File: src/rtl/twreg_pkg.sv
package twreg_pkg;

    // Bus-protocol FSM states
    typedef enum logic [2:0] {
        ST_IDLE,
        ST_ADDR,
        ST_AACK,
        ST_WR,
        ST_WACK,
        ST_RD,
        ST_RACK
    } twreg_state_t;

endpackage

File: src/rtl/twreg_sync.sv
module twreg_sync #(
    parameter int W      = 2,
    parameter int STAGES = 2
) (
    input  logic         clk,
    input  logic         rst_n,
    input  logic [W-1:0] din,
    output logic [W-1:0] level,
    output logic [W-1:0] rise,
    output logic [W-1:0] fall
);

    generate
        for (genvar b = 0; b < W; b++) begin : g_bit
            // chain[STAGES-1] is the synchronized level, chain[STAGES] its previous value
            logic [STAGES:0] chain;

            always_ff @(posedge clk or negedge rst_n) begin
                if (!rst_n) chain <= '1;
                else        chain <= {chain[STAGES-1:0], din[b]};
            end

            assign level[b] = chain[STAGES-1];
            assign rise[b]  =  chain[STAGES-1] & ~chain[STAGES];
            assign fall[b]  = ~chain[STAGES-1] &  chain[STAGES];
        end
    endgenerate

endmodule

File: src/rtl/twreg_ptr.sv
module twreg_ptr #(
    parameter int NREG = 28,
    parameter int PW   = 5
) (
    input  logic          clk,
    input  logic          rst_n,
    input  logic          load,
    input  logic [PW-1:0] load_val,
    input  logic          inc,
    output logic [PW-1:0] ptr
);

    localparam logic [PW-1:0] LAST = PW'(NREG - 1);

    logic [PW-1:0] ptr_step;

    // Advance with wrap; any out-of-range value also returns to zero
    assign ptr_step = (ptr >= LAST) ? '0 : ptr + PW'(1);

    always_ff @(posedge clk or negedge rst_n) begin
        if (!rst_n)    ptr <= '0;
        else if (load) ptr <= load_val;
        else if (inc)  ptr <= ptr_step;
    end

endmodule

File: src/rtl/twreg_regfile.sv
module twreg_regfile #(
    parameter int NREG = 28,
    parameter int DW   = 8,
    parameter int PW   = 5
) (
    input  logic             clk,
    input  logic             rst_n,
    input  logic             we,
    input  logic [PW-1:0]    waddr,
    input  logic [DW-1:0]    wdata,
    input  logic [PW-1:0]    raddr,
    output logic [DW-1:0]    rdata,
    output logic [NREG*DW-1:0] regs_o
);

    generate
        for (genvar k = 0; k < NREG; k++) begin : g_reg
            always_ff @(posedge clk or negedge rst_n) begin
                if (!rst_n)
                    regs_o[k*DW +: DW] <= '0;
                else if (we && (waddr == PW'(k)))
                    regs_o[k*DW +: DW] <= wdata;
            end
        end
    endgenerate

    // Unmatched (nonexistent) addresses read as zero
    always_comb begin
        rdata = '0;
        for (int k = 0; k < NREG; k++) begin
            if (raddr == PW'(k)) rdata = regs_o[k*DW +: DW];
        end
    end

endmodule

File: src/rtl/twreg_slave.sv
module twreg_slave #(
    parameter int NREG        = 28,
    parameter int DW          = 8,
    parameter int ADDR_W      = 6,
    parameter int SYNC_STAGES = 2
) (
    input  logic                 clk,
    input  logic                 rst_n,
    input  logic                 scl_in,
    input  logic                 sda_in,
    input  logic [ADDR_W-1:0]    dev_addr,
    output logic                 sda_oe,
    output logic [NREG*DW-1:0]   regs_o
);
    import twreg_pkg::*;

    localparam int PW = $clog2(NREG);
    localparam int BW = $clog2(DW + 1);
    localparam logic [BW-1:0] BYTE_BITS = BW'(DW);

    // Synchronized bus lines: bit 0 clock, bit 1 data
    logic [1:0] lvl, rse, fll;
    logic scl_s, sda_s, scl_rise, scl_fall, start_ev, stop_ev;

    twreg_sync #(.W(2), .STAGES(SYNC_STAGES)) u_sync (
        .clk   (clk),
        .rst_n (rst_n),
        .din   ({sda_in, scl_in}),
        .level (lvl),
        .rise  (rse),
        .fall  (fll)
    );

    assign scl_s    = lvl[0];
    assign sda_s    = lvl[1];
    assign scl_rise = rse[0];
    assign scl_fall = fll[0];
    assign start_ev = scl_s & fll[1];
    assign stop_ev  = scl_s & rse[1];

    twreg_state_t state, state_nxt;
    logic [BW-1:0] bitcnt;
    logic [DW-1:0] rx, tx, rdata, rd_byte;
    logic          sel_data, rd_dir, m_ack;
    logic          byte_done, addr_hit;
    logic          wr_en, ptr_load, ptr_inc;
    logic [PW-1:0] ptr;

    assign byte_done = (bitcnt == BYTE_BITS);
    assign addr_hit  = (rx[DW-1 -: ADDR_W] == dev_addr);
    assign wr_en     = (state == ST_WR) && scl_fall && byte_done &&  sel_data;
    assign ptr_load  = (state == ST_WR) && scl_fall && byte_done && !sel_data;
    assign ptr_inc   = wr_en || ((state == ST_RD) && scl_fall && byte_done && sel_data);
    assign rd_byte   = sel_data ? rdata : DW'(ptr);

    twreg_ptr #(.NREG(NREG), .PW(PW)) u_ptr (
        .clk      (clk),
        .rst_n    (rst_n),
        .load     (ptr_load),
        .load_val (rx[PW-1:0]),
        .inc      (ptr_inc),
        .ptr      (ptr)
    );

    twreg_regfile #(.NREG(NREG), .DW(DW), .PW(PW)) u_rf (
        .clk    (clk),
        .rst_n  (rst_n),
        .we     (wr_en),
        .waddr  (ptr),
        .wdata  (rx),
        .raddr  (ptr),
        .rdata  (rdata),
        .regs_o (regs_o)
    );

    // Next-state logic
    always_comb begin
        state_nxt = state;
        if (start_ev) begin
            state_nxt = ST_ADDR;
        end else if (stop_ev) begin
            state_nxt = ST_IDLE;
        end else begin
            unique case (state)
                ST_IDLE: state_nxt = ST_IDLE;
                ST_ADDR: if (scl_fall && byte_done)
                             state_nxt = addr_hit ? ST_AACK : ST_IDLE;
                ST_AACK: if (scl_fall)
                             state_nxt = rd_dir ? ST_RD : ST_WR;
                ST_WR:   if (scl_fall && byte_done) state_nxt = ST_WACK;
                ST_WACK: if (scl_fall) state_nxt = ST_WR;
                ST_RD:   if (scl_fall && byte_done) state_nxt = ST_RACK;
                ST_RACK: if (scl_fall)
                             state_nxt = m_ack ? ST_RD : ST_IDLE;
                default: state_nxt = ST_IDLE;
            endcase
        end
    end

    // State register
    always_ff @(posedge clk or negedge rst_n) begin
        if (!rst_n) state <= ST_IDLE;
        else        state <= state_nxt;
    end

    // Shift registers, bit counter and transaction flags
    always_ff @(posedge clk or negedge rst_n) begin
        if (!rst_n) begin
            bitcnt   <= '0;
            rx       <= '0;
            tx       <= '0;
            sel_data <= 1'b0;
            rd_dir   <= 1'b0;
            m_ack    <= 1'b0;
        end else if (start_ev) begin
            bitcnt <= '0;
        end else begin
            unique case (state)
                ST_ADDR, ST_WR: begin
                    if (scl_rise && !byte_done) begin
                        rx     <= {rx[DW-2:0], sda_s};
                        bitcnt <= bitcnt + BW'(1);
                    end
                    if ((state == ST_ADDR) && scl_fall && byte_done) begin
                        sel_data <= rx[1];
                        rd_dir   <= rx[0];
                    end
                end
                ST_AACK: begin
                    if (scl_fall) begin
                        bitcnt <= '0;
                        tx     <= rd_byte;
                    end
                end
                ST_WACK: begin
                    if (scl_fall) bitcnt <= '0;
                end
                ST_RD: begin
                    if (scl_rise && !byte_done) bitcnt <= bitcnt + BW'(1);
                    if (scl_fall && !byte_done) tx <= {tx[DW-2:0], 1'b0};
                end
                ST_RACK: begin
                    if (scl_rise) m_ack <= !sda_s;
                    if (scl_fall) begin
                        bitcnt <= '0;
                        tx     <= rd_byte;
                    end
                end
                default: ;
            endcase
        end
    end

    // Output decode: pull low for acknowledges and for zero data bits
    always_comb begin
        unique case (state)
            ST_AACK, ST_WACK: sda_oe = 1'b1;
            ST_RD:            sda_oe = !tx[DW-1];
            default:          sda_oe = 1'b0;
        endcase
    end

endmodule

File: config.mk
export PLATFORM = sky130hd
export DESIGN_NAME = twreg_slave
export DESIGN_NICKNAME = d
export VERILOG_FILES = /design/src/rtl/twreg_pkg.sv /design/src/rtl/twreg_sync.sv /design/src/rtl/twreg_ptr.sv /design/src/rtl/twreg_regfile.sv /design/src/rtl/twreg_slave.sv
export SDC_FILE = /design/constraint.sdc
export NUM_CORES = 1
export LEC_CHECK = 0
export ABC_AREA = 1
export BUFFER_PORTS_ARGS = -buffer_cell sky130_fd_sc_hd__buf_4
export CAP_MARGIN = 40
export CORE_ASPECT_RATIO = 0.9
export CORE_MARGIN = 2
export CORE_UTILIZATION = 50
export DETAILED_ROUTE_END_ITERATION = 7
export HOLD_SLACK_MARGIN = 0.08
export MAX_ROUTING_LAYER = met4
export PLACE_DENSITY = 0.76
export SETUP_SLACK_MARGIN = 0.2
export SYNTH_ARGS = -nofsm -noshare
export SYNTH_HDL_FRONTEND = slang
export SYNTH_SLANG_ARGS = --single-unit
File: constraint.sdc
create_clock -name clk -period 2.5 [get_ports clk]
set_input_delay 0.25 -clock clk [delete_from_list [all_inputs] [get_ports clk]]
set_output_delay 0.25 -clock clk [all_outputs]
set_load 0.01 [all_outputs]
==> key figures, run 1 <==
Worst setup path
  – Bufs and invs on worst path: 3
  – Setup CP Type: register to register
  – Critical Path Fanout Max: 5
  – Worst R2R Start: u_ptr.ptr[1]
  – Most used cell along the critical path: nand2_1
  – Reg2reg end: tx[7]
  – Critical path endpoint category: register
  – Worst Path Required: 2930 ps
  – R2R depth: 36
  – Crit-path slowest cell: dfrtp_2
  – CP delay by family, top: simple AND/OR/NAND/NOR gates
  – Critical Path Source Type: register
  – Worst EP arrival: 3830 ps
  – Critical Path Max Stage Delay: 420 ps
  – R2R Setup Slk: -910 ps

Global route
  – Met3 usage: 5.37%
  – Largest net degree at the start of global routing: 69
  – GR Util All Layers: 36.1%
  – M2 GR Usage: 53.5%
  – Number of global-route vias before repair: 12600
  – Initial antenna violation count: 0
  – First-pass GRT wire length: 73500 um
  – Layer with the highest usage: met2
  – Grt met1 use: 51.4%
  – GRT overflow: 0

Routing
  – Via Count: 13500
  – Vias per cell: 5.47
  – WL per Instance: 19.7 um
  – 1st-iter DRT viols: 1688
  – # DRC: 0
  – Post-DRT Antenna Nets: 0
  – Total Wirelength: 48400 um
  – DRT Pass-1 Iters: 6

Timing
  – Slew @ Worst Pin: 648 ps
  – Slew Viols, Final: 0
  – Final hold slack: 208 ps
  – Max-slew headroom at the worst pin: 56.8%
  – Setup Viol. Count Final: 8
  – Final Skew: 17.0 ps
  – Fmax: 0.294 GHz
  – Ratio of final minimum period to clock period: 136%
  – Min Tclk post-route: 3410 ps
  – Fin. Hold Viols: 0
  – Final WS setup: -906 ps
  – RSZ-0062 raised after global routing: yes

Yosys
  – Cell variety after synth: 41
  – Post-synthesis sequential area ratio: 50.6%
  – Syn_nets: 1743
  – Xor/xnor share of the synthesized area: 0.542%
  – Synth async-reset ratio: 100%
  – EDFF count, synth: 0
  – Synth Register Bits: 261
  – Avg Cell Area, Syn: 7.49 um2
  – Ys flop type: dfrtp_1
  – Largest family of logic cells by synthesized area: simple AND/OR/NAND/NOR gates
  – Adder-cell area share of the yosys netlist: 0.677%
  – Synth Area in Compound Gates: 13.7%
  – Post-Syn Instances: 1726
  – Syn. warnings: 0
  – Netlist Area Pre-Place: 12900 um2
  – Mux cell area share after synthesis: 0%
  – Simple-gate share of the synthesized area: 26.3%

Clocking
  – Clk_lat worst skew: 550 ps
  – Root buffer cell: clkbuf_16
  – CTS tree: done
  – Inserted Clock Buffers: 28
  – Clk sinks: 261
  – Longest Clk Path Bufs: 3
  – CTS clk-pin slew, worst paths: 60 ps
  – H-tree depth: 1

Layout
  – Syn-to-layout area delta: 37.1%
  – Fraction of layout cells with a size suffix above 1: 28.9%
  – Commonest non-fill, non-tap cell in the layout: nand2_1
  – Non-filler cells, final: 2459
  – Antenna cells: 0
  – Layout Nets: 2112
  – Most frequent cells in the layout: nand2_1, buf_4, o21ai_0

Die
  – Site Rows: 55
  – Initial core utilization: 51.2%
  – Die width: 174 um
  – Number of top-level pins: 235
  – Die H: 157 um
  – Die area: 27200 um2
  – Core area: 25300 um2

Place
  – I/O Buffers: 234
  – DP HPWL: 34400 um
  – Cells after DPL: 2380
  – Routability cong.: 1.06

Power and ir drop
  – Pwr Density: 535 nW/um2
  – Maximum vdd drop: 410 uV
  – P_leak: 9.25 nW

Job
  – # Max-Cap Violations: 0

Hold path
  – Hold Crit Class: input port to asynchronous set/reset pin

Outcome
  – Run status: finished with violations
  – Failing checks: setup timing
-- worst max-delay path by stage --
stage / to / cells past startpoint / startpoint / slack [ps]
floorplan: tx[4] / 36 / u_ptr.ptr[1] / -90
global placement: tx[4] / 38 / u_ptr.ptr[1] / -1140
detailed placement: tx[4] / 38 / u_ptr.ptr[1] / -1140
CTS: tx[3] / 36 / u_ptr.ptr[1] / -870
global route: tx[3] / 36 / u_ptr.ptr[1] / -1120
finish: tx[7] / 36 / u_ptr.ptr[1] / -910
-- power by group --
group          switching (W)  internal [W]
combinational       0.000623      0.000229
sequential         0.0000997       0.00434
clock                0.00173       0.00248
-- area by class of cell --
type | instances | area (um2)
tap | 342 | 428
sequential | 261 | 6540
inverter | 185 | 704
fill | 2002 | 7520
timing repair buffer | 415 | 3310
clock buffer | 41 | 821
clock inverter | 11 | 111
multi-input combinational | 1204 | 5820
-- cell usage after synthesis, types with 2 or more instances --
master      n  share of area, %
dfstp_2     6               1.2
o21ai_1     5              0.19
buf_2       7              0.27
inv_2      10              0.29
nand2_2     3              0.15
inv_1     173               5.0
a211oi_1    2              0.12
nand2_1   666                19
a31oi_1     3              0.15
nand3_1    55               2.1
nor2_4      3              0.26
clkbuf_1   59               1.7
ha_1        7              0.68
o211ai_1    5              0.29
xor2_1      3              0.20
nand3_2     2              0.15
dfrtp_1   255                49
nor3_1      4              0.15
buf_6       8              0.70
a221oi_1    3              0.20
o21ai_0   296                11
nand4_1     6              0.29
a21boi_1    2              0.12
buf_4       2              0.12
xnor2_1     5              0.34
or2_0       2             0.097
nor2_2      5              0.24
or2_1       3              0.15
or2_2      22               1.1
nor2_1     74               2.1
o21bai_1    3              0.17
a21oi_1    18              0.70
-- state kept, by name (all words and copies together), names as in the netlist --
signal,cells
sel_data,1
u_rf.regs_o,224
state,3
m_ack,1
u_ptr.ptr,5
rd_dir,1
bitcnt,4
u_sync.g_bit.chain,6
rx,8
tx,8
-- routing by layer --
metal  wire [um]  vias to the layer above
li1            -                     6183
met3        5090                      112
met4        1690                        0
met1       20500                     6341
met2       21100                      823
met5           0                        -
-- timing repair --
action	CTS	global route
gates cloned	1	1
setup buffers	13	9
hold endpoints to repair	224	0
endpoints found under the setup margin	8	225
resized for setup	66	54
pin swaps	44	53
hold buffers	3	0
-- per-stage QoR --
step	setup slack [ps]	area [um2]	TNS [ps]	utilization, %	power [W]
5_1_grt	-1120	17700	-9450	70.2	0.00974
6_report	-906	17700	-6350	70.2	0.00949
4_1_cts	-872	17400	-5870	69.1	0.00948
2_1_floorplan	-87.1	13000	-469	-	0.00481
3_3_place_gp	-1140	16100	-5760	63.8	0.00530
3_5_place_dp	-1140	16100	-6330	63.9	0.00533
-- cells by family after synthesis --
group                      count (synthesis)
buffers and inverters                    261
adders and majority gates                  7
AOI/OAI and AO/OA                        342
xor gates and xnor gates                   8
and+or+nand+nor                          847
DFF                                      261
Power figures use the tool's default switching activity.
==> run 2: changes to the inputs <==
--- a/config.mk
+++ b/config.mk
@@ -10,11 +10,12 @@
 export CAP_MARGIN = 40
 export CORE_ASPECT_RATIO = 0.9
 export CORE_MARGIN = 2
-export CORE_UTILIZATION = 50
+export CORE_UTILIZATION = 51
 export DETAILED_ROUTE_END_ITERATION = 7
 export HOLD_SLACK_MARGIN = 0.08
 export MAX_ROUTING_LAYER = met4
-export PLACE_DENSITY = 0.76
+export PLACE_DENSITY = 0.77
+export RECOVER_POWER = 50
 export SETUP_SLACK_MARGIN = 0.2
 export SYNTH_ARGS = -nofsm -noshare
 export SYNTH_HDL_FRONTEND = slang
==> run 2 against run 1 <==
  * The flow finishes with violations (capacitance limit, slew limit, setup timing)
  * Power shrank 3.5%
  * Clock power shrank 7.4%
  * Sequential share of layout area grew 1.4 points
  * Global-route usage shrank 0.61 points
  * Hold slack gained 55 ps
  * Core utilization shrank 1.9 points
  * Maximum frequency shrank 1.4%
  * Highest routed layer unchanged
  * Register-to-register slack lost 50 ps
  * Die area shrank 1.9%
  * Critical path depth grew 1
==> key figures, run 2 (synthesis results as in run 1) <==
Routing
  – Via Count: 13100 (-2.5%)
  – WL per Instance: 18.9 um (-4.0%)
  – Total Wirelength: 45900 um (-5.1%)
  – Post-DRT Antenna Nets: 0 (unchanged)
  – Vias per cell: 5.40 (-1.3%)
  – # DRC: 0 (unchanged)
  – 1st-iter DRT viols: 1360 (-19%)
  – DRT Pass-1 Iters: 6 (unchanged)

Clocking
  – Inserted Clock Buffers: 27 (-3.6%)
  – CTS tree: done
  – Root buffer cell: clkbuf_16
  – CTS clk-pin slew, worst paths: 70 ps (about the same)
  – Clk_lat worst skew: 540 ps (about the same)
  – Clk sinks: 261 (unchanged)
  – H-tree depth: 1 (unchanged)
  – Longest Clk Path Bufs: 3 (unchanged)

Layout
  – Fill cells: 2175 (+8.6%)
  – Biggest regs: u_rf.regs_o (224), rx (8), tx (8)
  – Largest register FFs: 224 (unchanged)
  – Final instance area: 17100 um2 (-3.5%)
  – Layout Nets: 2088 (-1.1%)
  – Most frequent cells in the layout: nand2_1, o21ai_0, buf_4
  – Register with the most flip-flops: u_rf.regs_o
  – Commonest non-fill, non-tap cell in the layout: nand2_1
  – Syn-to-layout area delta: 32.2%
  – Fraction of layout cells with a size suffix above 1: 25.0% (-3.9 points)
  – Antenna cells: 0 (unchanged)

Die
  – Die H: 155 um (-0.96%)
  – Die width: 172 um (-0.96%)
  – Number of top-level pins: 235 (unchanged)
  – Core area: 25000 um2 (-0.82%)
  – Initial core utilization: 51.6% (+0.42 points)
  – Die area: 26700 um2 (-1.9%)
  – Site Rows: 55 (unchanged)

Timing
  – Slew @ Worst Pin: 2350 ps (+1700 ps)
  – Final WS setup: -955 ps (-48.9 ps)
  – Fmax: 0.289 GHz (-1.4%)
  – Final hold slack: 263 ps (+54.9 ps)
  – Final Skew: 20.5 ps (+3.52 ps)
  – Setup Viol. Count Final: 12 (+4)
  – Setup TNS: -6330 ps (+20.4 ps)
  – Max-slew headroom at the worst pin: -56.5% (-110 points)
  – Slew Viols, Final: 91 (+91)
  – Fin. Hold Viols: 0 (unchanged)
  – Ratio of final minimum period to clock period: 138% (+2.0 points)
  – Min Tclk post-route: 3450 ps (+48.9 ps)
  – RSZ-0062 raised after global routing: yes

Global route
  – Largest net degree at the start of global routing: 92 (+33%)
  – Initial antenna violation count: 0 (unchanged)
  – GRT overflow: 0 (unchanged)
  – Number of global-route vias before repair: 12200 (-3.3%)
  – GR Util All Layers: 35.5% (-0.61 points)
  – First-pass GRT wire length: 70700 um (-3.8%)

Worst setup path
  – Critical path endpoint category: register
  – Worst EP arrival: 3880 ps (+50 ps)
  – Critical Path Fanout Max: 7 (+2)
  – Critical Path Max Stage Delay: 440 ps (+20 ps)
  – Critical Path Source Type: register
  – Most used cell along the critical path: nand2_2
  – Worst Path Required: 2920 ps (about the same)
  – Setup CP Type: register to register
  – Crit-path slowest cell: dfrtp_2

Power and ir drop
  – Tot Pwr: 0.00916 W (-3.5%)
  – P_leak: 8.53 nW (-7.8%)
  – Maximum vdd drop: 529 uV (+29%)
  – Pwr Density: 535 nW/um2 (about the same)

Place
  – Placed Instance Area: 15900 um2 (-1.1%)
  – Routability cong.: 1.01 (-4.8%)
  – DP HPWL: 32800 um (-4.6%)
  – I/O Buffers: 234 (unchanged)

Outcome
  – Run status: finished with violations
  – Failing checks: capacitance limit, slew limit, setup timing

Hold path
  – Hold Crit Class: input port to register

Job
  – # Max-Cap Violations: 1 (+1)
run 2: per-stage QoR:
step / cells / worst slack (ps) / utilization, %
after global routing: 2430 / -1230 / 68.3
final: 2430 / -955 / 68.3
after CTS: 2425 / -926 / 68.9
after floorplan: 1726 / -87.1 / -
after global placement: 2361 / -1070 / 63.7
after detailed placement: 2361 / -1100 / 63.7
run 2: timing repair:
| item | 4_1_cts | 5_1_grt |
|---|---|---|
| pin swaps | 61 | 86 |
| hold buffers | 3 | 0 |
| endpoints found under the setup margin | 9 | 125 |
| buffers inserted | 15 | 5 |
| hold endpoints to repair | 80 | 0 |
| gates resized for setup | 87 | 71 |
run 2: path summary, 6_finish.rpt:
| kind | startpoint | to | slack (ps) | cells after the start |
|---|---|---|---|---|
| max | u_ptr.ptr[1] | tx[4] | -950 | 37 |
| min | dev_addr[2] | state[1] | 260 | 6 |
| max reg2reg | u_ptr.ptr[1] | tx[4] | -950 | 37 |
| min reg2reg | u_sync.g_bit[0].chain[0] | u_sync.g_bit[0].chain[1] | 360 | 0 |
| max in group asynchronous | rst_n | u_ptr.ptr[0] | -20 | 2 |
| min in group asynchronous | rst_n | u_rf.regs_o[11] | 960 | 2 |
run 2: power breakdown:
group          internal, W  switching [W]  total, W  leakage [nW]
Sequential         0.00433      0.0000935   0.00443          3.61
Clock              0.00223        0.00167   0.00390         0.417
Combinational     0.000224       0.000611  0.000835          4.51
run 2: area by class of cell:
cell class / instances / area, um2 / share of cell area, %
inverters: 185 / 704 / 4.12
clock buffers: 37 / 763 / 4.46
well taps: 342 / 428 / 2.50
multi-input cells: 1204 / 5870 / 34.3
repair buffers: 392 / 2710 / 15.9
flip-flops and latches: 261 / 6540 / 38.3
clock inverters: 9 / 80.1 / 0.468
run 2: critical path: cells and delay by family (launching register included):
family / cells / cell delay (ps)
flip-flops: 1 / 440
buffers and inverters: 4 / 510
adder cells (fa/ha/maj): 1 / 160
AND/OR/NAND/NOR: 32 / 2230
run 2: layer usage:
metal  vias to the layer above  global-route usage (%)  routed length, um
met5                         -                       -                  0
met4                         0                    9.56               1440
met3                        91                    4.96               4000
met2                       669                    51.5              20100
met1                      6242                    52.4              20300
li1                       6124                       -                  -
